**src/rtl/dering_pkg.sv**
```systemverilog
package dering_pkg;

    localparam int NUM_TAPS    = 8;
    localparam int ROUND_SHIFT = 4;
    localparam int ROUND_BIAS  = 1 << (ROUND_SHIFT - 1);
    localparam int NEAR_WEIGHT = 3;
    localparam int FAR_WEIGHT  = 1;

    // Lane order on the neighbour bus
    typedef enum logic [2:0] {
        TAP_N2, TAP_N1, TAP_S1, TAP_S2, TAP_W2, TAP_W1, TAP_E1, TAP_E2
    } tap_pos_e;

    function automatic int tap_weight(tap_pos_e p);
        case (p)
            TAP_N1, TAP_S1, TAP_W1, TAP_E1: return NEAR_WEIGHT;
            default:                        return FAR_WEIGHT;
        endcase
    endfunction

    // Index of the highest set bit; 0 for a zero operand
    function automatic logic [3:0] msb_pos16(input logic [15:0] v);
        logic [3:0] r;
        r = '0;
        for (int i = 0; i < 16; i++) begin
            if (v[i]) r = 4'(i);
        end
        return r;
    endfunction

endpackage

```
**src/rtl/dr_tap_limit.sv**
```systemverilog
module dr_tap_limit #(
    parameter int PIX_W = 8,
    parameter int STR_W = 4,
    parameter int SHF_W = 4
) (
    input  logic [PIX_W-1:0]   centre,
    input  logic [PIX_W-1:0]   nbr,
    input  logic [STR_W-1:0]   strength,
    input  logic [SHF_W-1:0]   shift,
    output logic signed [STR_W:0] con
);
    localparam int DW = PIX_W + 1;

    logic signed [DW-1:0] diff_raw;
    logic signed [DW-1:0] diff;
    logic [DW-1:0]        mag;
    logic [DW-1:0]        scaled;
    logic [STR_W-1:0]     lim;
    logic [STR_W-1:0]     kept;

    assign diff_raw = $signed({1'b0, nbr}) - $signed({1'b0, centre});

    generate
        if (PIX_W == 8) begin : g_sat8
            assign diff = (diff_raw > 9'sd127)  ? 9'sd127  :
                          (diff_raw < -9'sd128) ? -9'sd128 : diff_raw;
        end else begin : g_full
            assign diff = diff_raw;
        end
    endgenerate

    always_comb begin
        mag    = diff[DW-1] ? (~diff + DW'(1)) : diff;
        scaled = mag >> shift;
        lim    = (scaled >= DW'(strength)) ? '0 : (strength - scaled[STR_W-1:0]);
        kept   = (mag < DW'(lim)) ? mag[STR_W-1:0] : lim;
        con    = diff[DW-1] ? -$signed({1'b0, kept}) : $signed({1'b0, kept});
    end

    always_comb begin
        AST_TAP_BOUND: assert (kept <= strength && DW'(kept) <= mag);
        AST_TAP_ZERO_STR: assert (strength != '0 || con == '0);
    end

endmodule

```
**src/rtl/dr_tap_sum.sv**
```systemverilog
module dr_tap_sum import dering_pkg::*; #(
    parameter int STR_W = 4,
    parameter int SUM_W = 10
) (
    input  logic [NUM_TAPS*(STR_W+1)-1:0] con_bus,
    output logic [SUM_W-1:0]              delta
);
    localparam int CON_W = STR_W + 1;

    always_comb begin
        int acc;
        acc = 0;
        for (int i = 0; i < NUM_TAPS; i++) begin
            acc += tap_weight(tap_pos_e'(3'(i)))
                   * int'($signed(con_bus[i*CON_W +: CON_W]));
        end
        delta = SUM_W'(acc);
    end

endmodule

```
**src/rtl/dr_round_out.sv**
```systemverilog
module dr_round_out import dering_pkg::*; #(
    parameter int PIX_W = 8,
    parameter int SUM_W = 10
) (
    input  logic [PIX_W-1:0] centre,
    input  logic [SUM_W-1:0] delta,
    output logic [PIX_W-1:0] pix
);
    localparam int RES_W = PIX_W + SUM_W;

    logic signed [SUM_W-1:0] dl, bias, tpre, step;
    logic signed [RES_W-1:0] base, ext, total;

    always_comb begin
        dl    = $signed(delta);
        bias  = dl[SUM_W-1] ? SUM_W'(ROUND_BIAS - 1) : SUM_W'(ROUND_BIAS);
        tpre  = dl + bias;
        step  = tpre >>> ROUND_SHIFT;
        base  = $signed({{SUM_W{1'b0}}, centre});
        ext   = {{PIX_W{step[SUM_W-1]}}, step};
        total = base + ext;
        if (total[RES_W-1])            pix = '0;
        else if (|total[RES_W-2:PIX_W]) pix = '1;
        else                            pix = total[PIX_W-1:0];
    end

endmodule

```
**src/rtl/dering_cross_filter.sv**
```systemverilog
module dering_cross_filter import dering_pkg::*; #(
    parameter int PIX_W = 8,
    parameter int STR_W = 4,
    parameter int DMP_W = 4
) (
    input  logic                      clk,
    input  logic                      rst,
    input  logic                      in_valid,
    input  logic [PIX_W-1:0]          centre,
    input  logic [NUM_TAPS*PIX_W-1:0] nbr_bus,
    input  logic [STR_W-1:0]          strength,
    input  logic [DMP_W-1:0]          damping,
    output logic                      out_valid,
    output logic [PIX_W-1:0]          out_pix
);
    localparam int CON_W = STR_W + 1;
    localparam int SUM_W = STR_W + 6;
    localparam int BUS_W = NUM_TAPS * CON_W;

    typedef struct packed {
        logic             vld;
        logic [PIX_W-1:0] ctr;
        logic [STR_W-1:0] str;
        logic [BUS_W-1:0] cons;
    } lim_stage_t;

    typedef struct packed {
        logic             vld;
        logic [PIX_W-1:0] ctr;
        logic [STR_W-1:0] str;
        logic [SUM_W-1:0] delta;
    } sum_stage_t;

    typedef struct packed {
        logic             vld;
        logic [PIX_W-1:0] pix;
    } out_stage_t;

    logic [3:0]       str_msb;
    logic [DMP_W-1:0] adj_shift;
    logic [BUS_W-1:0] con_now;
    logic [SUM_W-1:0] delta_now;
    logic [PIX_W-1:0] pix_now;
    lim_stage_t       s1;
    sum_stage_t       s2;
    out_stage_t       s3;

    // Damping shift, shared by all taps
    always_comb begin
        str_msb = msb_pos16(16'(strength));
        if (int'(damping) > int'(str_msb))
            adj_shift = DMP_W'(int'(damping) - int'(str_msb));
        else
            adj_shift = '0;
    end

    always_comb begin
        AST_ADJ_FLOOR: assert (adj_shift <= damping);
    end

    for (genvar g = 0; g < NUM_TAPS; g++) begin : g_tap
        dr_tap_limit #(.PIX_W(PIX_W), .STR_W(STR_W), .SHF_W(DMP_W)) u_tap (
            .centre   (centre),
            .nbr      (nbr_bus[g*PIX_W +: PIX_W]),
            .strength (strength),
            .shift    (adj_shift),
            .con      (con_now[g*CON_W +: CON_W])
        );
    end

    dr_tap_sum #(.STR_W(STR_W), .SUM_W(SUM_W)) u_sum (
        .con_bus (s1.cons),
        .delta   (delta_now)
    );

    dr_round_out #(.PIX_W(PIX_W), .SUM_W(SUM_W)) u_rnd (
        .centre (s2.ctr),
        .delta  (s2.delta),
        .pix    (pix_now)
    );

    always_ff @(posedge clk) begin
        if (rst) begin
            s1 <= '0;
            s2 <= '0;
            s3 <= '0;
        end else begin
            s1 <= '{vld: in_valid, ctr: centre, str: strength, cons: con_now};
            s2 <= '{vld: s1.vld, ctr: s1.ctr, str: s1.str, delta: delta_now};
            s3 <= '{vld: s2.vld, pix: pix_now};
        end
    end

    assign out_valid = s3.vld;
    assign out_pix   = s3.pix;

    // Cycles since reset, saturating, for the latency check
    logic [1:0] age;
    always_ff @(posedge clk) begin
        if (rst)              age <= '0;
        else if (age != 2'd3) age <= age + 2'd1;
    end

    AST_VALID_LATENCY: assert property (@(posedge clk) disable iff (rst)
        (age == 2'd3) |-> (out_valid == $past(in_valid, 3)));
    AST_STEP_LIMIT: assert property (@(posedge clk) disable iff (rst)
        s2.vld |=> (int'(out_pix) <= int'($past(s2.ctr)) + int'($past(s2.str))
                 && int'(out_pix) + int'($past(s2.str)) >= int'($past(s2.ctr))));
    AST_ZERO_STR_HOLD: assert property (@(posedge clk) disable iff (rst)
        (s2.vld && s2.str == '0) |=> (out_pix == $past(s2.ctr)));
    AST_POS_NOT_DOWN: assert property (@(posedge clk) disable iff (rst)
        (s2.vld && !s2.delta[SUM_W-1]) |=> (out_pix >= $past(s2.ctr)));
    AST_NEG_NOT_UP: assert property (@(posedge clk) disable iff (rst)
        (s2.vld && s2.delta[SUM_W-1]) |=> (out_pix <= $past(s2.ctr)));

endmodule

```
**config.mk**
```make
export PLATFORM = sky130hd
export DESIGN_NAME = dering_cross_filter
export DESIGN_NICKNAME = d
export VERILOG_FILES = /design/src/rtl/dering_pkg.sv /design/src/rtl/dr_tap_limit.sv /design/src/rtl/dr_tap_sum.sv /design/src/rtl/dr_round_out.sv /design/src/rtl/dering_cross_filter.sv
export SDC_FILE = /design/constraint.sdc
export NUM_CORES = 1
export LEC_CHECK = 0
export BUFFER_PORTS_ARGS = -buffer_cell sky130_fd_sc_hd__clkbuf_2
export CAP_MARGIN = 20
export CORE_UTILIZATION = 60
export DETAILED_ROUTE_END_ITERATION = 6
export HOLD_SLACK_MARGIN = 0.05
export PLACE_DENSITY = 0.91
export RECOVER_POWER = 100
export REMOVE_ABC_BUFFERS = 1
export SKIP_CTS_REPAIR_TIMING = 1
export SLEW_MARGIN = 20
export SYNTH_ARGS = -nofsm -noshare
export SYNTH_HDL_FRONTEND = slang
export SYNTH_SLANG_ARGS = --single-unit
```
**constraint.sdc**
```tcl
create_clock -name clk -period 13.8 [get_ports clk]
set_input_delay 2.07 -clock clk [delete_from_list [all_inputs] [get_ports clk]]
set_output_delay 2.07 -clock clk [all_outputs]
set_load 0.005 [all_outputs]
```
==> out/qor.yml, run 1 <==
final_min_period_over_clock_period: 0.8641
crit_path_end_kind: "flop"
fin_area_um2: 17690
overflow: 0
p_leak_nw: 8.087
seqCellArea_um2: 1541
cp.arrival_ns: 12.16
cts_made_buffers: 9
h-tree-depth: 3
clk_latency_ns: 0.35
setup_violations: 0
ant_nets: 0
ys_seq_area_frac: 0.09231
yosysWarningCount: 0
clkSlewWorstSetupHoldPaths_ns: 0.06
drc_errors: 0
die_w_um: 168.8
fmax_mhz: 83.86
violations: "max-capacitance violations, max-slew violations"
synth_ff_type: "dfxtp_1"
crit_top_cell: "ha_1"
place.gp.congestion: 0.9818
synthAdderAreaFrac: 0.2530
synth_area_um2: 16700
synth_mux_area_frac: 0.03012
worstPathMaxFanout: 10
initial_core_util: 0.6162
synth_compound_gate_area_share: 0.3053
port-buffer-count: 91
hold_viol: 0
r2r_slack_ns: 7.78
grt_max_degree: 69
antenna_found_initial: 1
grt_pass1_wl_mm: 78.67
die_area_um2: 28500
routed_via_density: 6.597
worstRegToRegCells: 21
die_h_um: 168.8
synth_cell_types: 104
critPathKind: "primary input to flop"
clk_path_buf_depth: 2
skew_ns: 0.006387
syn_to_final_growth_pct: 5.957
reg2reg_to: "s2[9]"
hp-class: "flop to flop"
grt_pass1_vias: 16270
drive_gt1_frac: 0.07956
core_um2: 27100
async_flop_share: 0
slew_viol_final: 83
startpoint: "centre[1]"
netlist_instances: 2201
crit_path_end: "s1[27]"
period_needed_ns: 11.92
cts_tree: "yes"
placed_area_um2: 17460
crit_path_start_kind: "primary input"
r2r_start: "s1[7]"
status: "complete, but fails checks"
num_rows: 60
routed_wl_mm: 48.61
critPathSlowestCell: "o31ai_1"
wl_per_cell_um: 18.53
max_stage_delay_ns: 0.86
setup_tns_ns: 0
fillerInstances: 2287
relSlewSlack: -0.9148
multi_input_area_um2: 14130
synth-xor-area-share: 0.05507
first_pass_iters: 6
required_ns: 14.03
nets: 2626
synth_edf_count: 0
synth-simple-area-share: 0.2041
synth-seq-cells: 77
synth_top_family_by_area: "compound AO/OA/AOI/OAI gates"
dpl.hpwl_mm: 37.28
avgSynthCellArea_um2: 7.587
drt_first_iter_violations: 1488
vias: 17300
drv_cap: 2
track_usage: 0.3365
cts-root-buf: "clkbuf_16"
p_per_area_nw_per_um2: 279.3
vdd_drop_max_v: 0.0005383
clkSinkCount: 77
worstMarginPinSlew_ns: 2.872
rsz0062_at_grt: "false"
io_pins: 92
[how the worst min path moves through the flow]
stage | slack (ns) | endpoint | start | depth (start not counted)
floorplan | 0.41 | out_valid | s2[22] | 1
global placement | 0.42 | s2[21] | s1[51] | 1
detailed placement | 0.43 | s2[21] | s1[51] | 1
CTS | 0.43 | s2[21] | s1[51] | 1
global route | 0.45 | s2[14] | s1[44] | 1
finish | 0.43 | s2[21] | s1[51] | 1
[cells by family after synthesis]
group,after synthesis
compound gates,719
xor+xnor,105
fa+ha+maj,298
buf+inv,263
flops,77
mux,48
simple gates,691
[where the power goes]
group          leakage [nW]  internal (W)  switching [W]
Clock                 0.146      0.000130       0.000100
Sequential            0.638      0.000324      0.0000532
Combinational          7.30       0.00193        0.00240
Total                  8.09       0.00239        0.00256
[synth_stat cells (8+ instances only)]
cell,instances,area share
a2111oi_0,8,0.0042
a211o_1,18,0.0094
a211oi_1,43,0.019
a21boi_0,9,0.0040
a21o_1,63,0.028
a21oi_1,134,0.040
a22oi_1,8,0.0036
a311oi_1,10,0.0052
a31oi_1,30,0.011
a32oi_1,9,0.0047
and2_1,31,0.012
and3_1,11,0.0041
buf_1,8,0.0018
clkbuf_1,57,0.013
dfxtp_1,77,0.092
fa_1,66,0.079
ha_1,232,0.17
inv_1,188,0.042
mux2_2,12,0.0081
mux2i_1,33,0.020
nand2_1,162,0.036
nand2b_1,28,0.010
nand3_1,44,0.013
nand4_1,13,0.0049
nor2_1,197,0.044
nor2b_1,38,0.014
nor3_1,57,0.017
nor4_1,14,0.0052
o211a_1,10,0.0060
o211ai_1,22,0.0099
o21a_1,51,0.023
o21ai_0,104,0.031
o21ai_1,27,0.0081
o21bai_1,13,0.0058
o221ai_1,8,0.0042
o22ai_1,10,0.0037
o31a_1,15,0.0079
o31ai_1,17,0.0076
or2_2,14,0.0052
or3_1,28,0.010
xnor2_1,63,0.033
xor2_1,42,0.022
[cells in the final DEF (no fill, tap or decap), drive strengths merged, types with 19 or more instances in the layout]
cell    Yosys  final
or3        28     28
a21oi     137    137
o31ai      19     19
and2       32     32
nand2     162    162
mux2i      33     33
a211oi     44     44
or2        22     22
xnor2      63     63
nor2      198    198
o211ai     22     22
nand3      44     44
a31oi      33     33
clkbuf     57    103
xor2       42     42
inv       190    194
nor3       59     59
o21a       51     51
ha        232    232
nor2b      38     38
dfxtp      77     77
nand2b     28     28
a21o       63     63
fa         66     66
o21ai     132    132
[registers in the layout (all words and copies together) (netlist names)]
name,count
out_valid,1
out_pix,8
s2,19
s1,49
[per-layer routing]
layer | wire length, µm | track usage | share of wire
met5 | 0 | 0 | 0
met4 | 2748 | 0.1996 | 0.057
met3 | 3833 | 0.03647 | 0.079
met2 | 22040 | 0.5557 | 0.45
met1 | 19990 | 0.4243 | 0.41
[critical path, delay by kind of cell]
| family | cells | cell delay [ns] |
|---|---|---|
| compound gates | 15 | 4.26 |
| simple gates | 8 | 1.59 |
| fa+ha+maj | 5 | 1.54 |
| buf+inv | 4 | 1.41 |
| mux | 4 | 1.25 |
[per-stage QoR]
step / power, W / std cells / setup slack [ns] / utilization / hold WS [ns]
finish: 0.004942 / 2623 / 1.875 / 0.6529 / 0.4287
detailed placement: 0.004644 / 2606 / 2.831 / 0.6444 / 0.4260
floorplan: 0.003731 / 2128 / 3.626 / - / 0.4138
global route: 0.005491 / 2622 / 1.282 / 0.6528 / 0.4534
CTS: 0.004928 / 2622 / 3.137 / 0.6551 / 0.4319
global placement: 0.004361 / 2606 / 3.055 / 0.6444 / 0.4158
[layout make-up]
type,instances,area share
Timing Repair Buffer,106,0.03133
Multi-Input combinational cell,1861,0.7984
Clock inverter,6,0.002899
Sequential cell,77,0.08712
Antenna cell,1,0.0001414
Tap cell,372,0.02631
Clock buffer,10,0.01351
Inverter,190,0.04031
Power figures use the tool's default switching activity.
==> inputs of run 2 (changes only) <==
--- a/config.mk
+++ b/config.mk
@@ -8,10 +8,10 @@
 export BUFFER_PORTS_ARGS = -buffer_cell sky130_fd_sc_hd__clkbuf_2
 export CAP_MARGIN = 20
 export CORE_UTILIZATION = 60
+export CTS_BUF_LIST = sky130_fd_sc_hd__clkbuf_16
 export DETAILED_ROUTE_END_ITERATION = 6
 export HOLD_SLACK_MARGIN = 0.05
 export PLACE_DENSITY = 0.91
-export RECOVER_POWER = 100
 export REMOVE_ABC_BUFFERS = 1
 export SKIP_CTS_REPAIR_TIMING = 1
 export SLEW_MARGIN = 20
==> out/qor.yml, run 2 (synthesis gave the netlist of run 1 again) <==
die_h_um: 168.8
num_rows: 60
port-buffer-count: 91
p_leak_nw: 8.123
p_per_area_nw_per_um2: 278.2
crit_path_start_kind: "primary input"
clk_latency_ns: 0.35
critPathSlowestCell: "clkbuf_2"
required_ns: 14.02
cp.arrival_ns: 11.08
relSlewSlack: 0.3560
status: "finished, final reports clean"
io_pins: 92
setup_violations: 0
grt_pass1_vias: 16270
crit_path_end_kind: "flop"
clkSinkCount: 77
final_util: 0.6548
drv_cap: 0
reg_top3: "s1 x49, s2 x19, out_pix x8"
hp-class: "flop to flop"
die_w_um: 168.8
core_um2: 27100
placed_area_um2: 17460
critPathKind: "primary input to flop"
drive_gt1_frac: 0.08667
antenna_found_initial: 1
cts-root-buf: "clkbuf_16"
fmax_mhz: 92.08
drt_first_iter_violations: 1508
die_area_um2: 28500
hold_viol: 0
initial_core_util: 0.6162
final_cells: 2623
cts_made_buffers: 9
startpoint: "centre[0]"
final_min_period_over_clock_period: 0.7870
fin_area_um2: 17750
pre_cts_ws_ns: 2.831
grt_pass1_wl_mm: 78.62
first_pass_iters: 6
syn_to_final_growth_pct: 6.279
layout_common_cells: "ha_1, nor2_1, inv_1"
setup_tns_ns: 0
clk_path_buf_depth: 2
skew_ns: 0.007893
hold_start: "s1[51]"
final_common_cell: "ha_1"
track_usage: 0.3364
cts_tree: "yes"
worstMarginPinSlew_ns: 0.9615
dpl.hpwl_mm: 37.28
ant_nets: 0
crit_top_cell: "nand2_1"
max_stage_delay_ns: 0.56
slew_viol_final: 0
setup_ws_ns: 2.940
vdd_drop_max_v: 0.0005341
largest_reg_flops: 49
overflow: 0
worstPathMaxFanout: 17
vias: 17370
rsz0062_at_grt: "false"
grt_max_degree: 69
r2r_start: "s1[7]"
period_needed_ns: 10.86
routed_wl_mm: 48.64
place.gp.congestion: 0.9818
h-tree-depth: 3
clkSlewWorstSetupHoldPaths_ns: 0.06
nets: 2626
routed_via_density: 6.623
dp.cells: 2606
wl_per_cell_um: 18.55
largest_register: "s1"
drc_errors: 0
## run 2: cell types whose count changed in the layout (fill, tap and decap cells not counted), moves of 2 or more
cell	previous run	this run
a31oi_1	32	30
a31oi_2	1	3
and2_0	3	1
and2_1	29	31
buf_4	13	15
clkbuf_1	7	0
clkbuf_2	86	91
mux2_1	4	2
o21ai_0	108	104
o21ai_1	24	27
or2_0	5	2
or2_1	3	6
## run 2: final timing paths
kind                            endpoint  slack, ns  cells after the start
worst max-delay path              s1[39]       2.94                     42
worst min-delay path              s2[21]       0.43                      1
worst max register to register     s2[9]       7.87                     21
worst min register to register    s2[21]       0.43                      1
## run 2: area by class of cell
type / count / area (µm²)
Fill cell: 2277 / 9354
Timing Repair Buffer: 106 / 568.0
Multi-Input combinational cell: 1861 / 14180
Sequential cell: 77 / 1541
Clock buffer: 9 / 225.2
Inverter: 190 / 713.2
Tap cell: 372 / 465.4
Clock inverter: 7 / 55.05
Antenna cell: 1 / 2.502
## run 2: worst max-delay path: cells and delay by family
family	cells	cell delay, ns
AOI/OAI and AO/OA	19	4.60
and+or+nand+nor	14	1.89
buffers and inverters	3	0.73
adders and majority gates	6	1.76
## run 2: report_power, final
part	total, W	switching, W	internal, W
Combinational	0.00434	0.00240	0.00194
Clock	0.000225	0.000101	0.000124
Sequential	0.000376	0.0000531	0.000322
## run 2: layer usage
layer / up-vias / wire length [µm] / global-route usage
met5: - / 0 / 0
met4: 0 / 2839 / 0.1996
met3: 198 / 3602 / 0.03647
met2: 860 / 22050 / 0.5564
met1: 8165 / 20150 / 0.4234
li1: 8148 / - / -
## run 2: stage by stage
stage	total power [W]	hold slack, ns
after floorplan	0.003731	0.4138
after global placement	0.004361	0.4158
after detailed placement	0.004644	0.4260
after CTS	0.004922	0.4319
after global routing	0.005491	0.4534
final	0.004937	0.4274
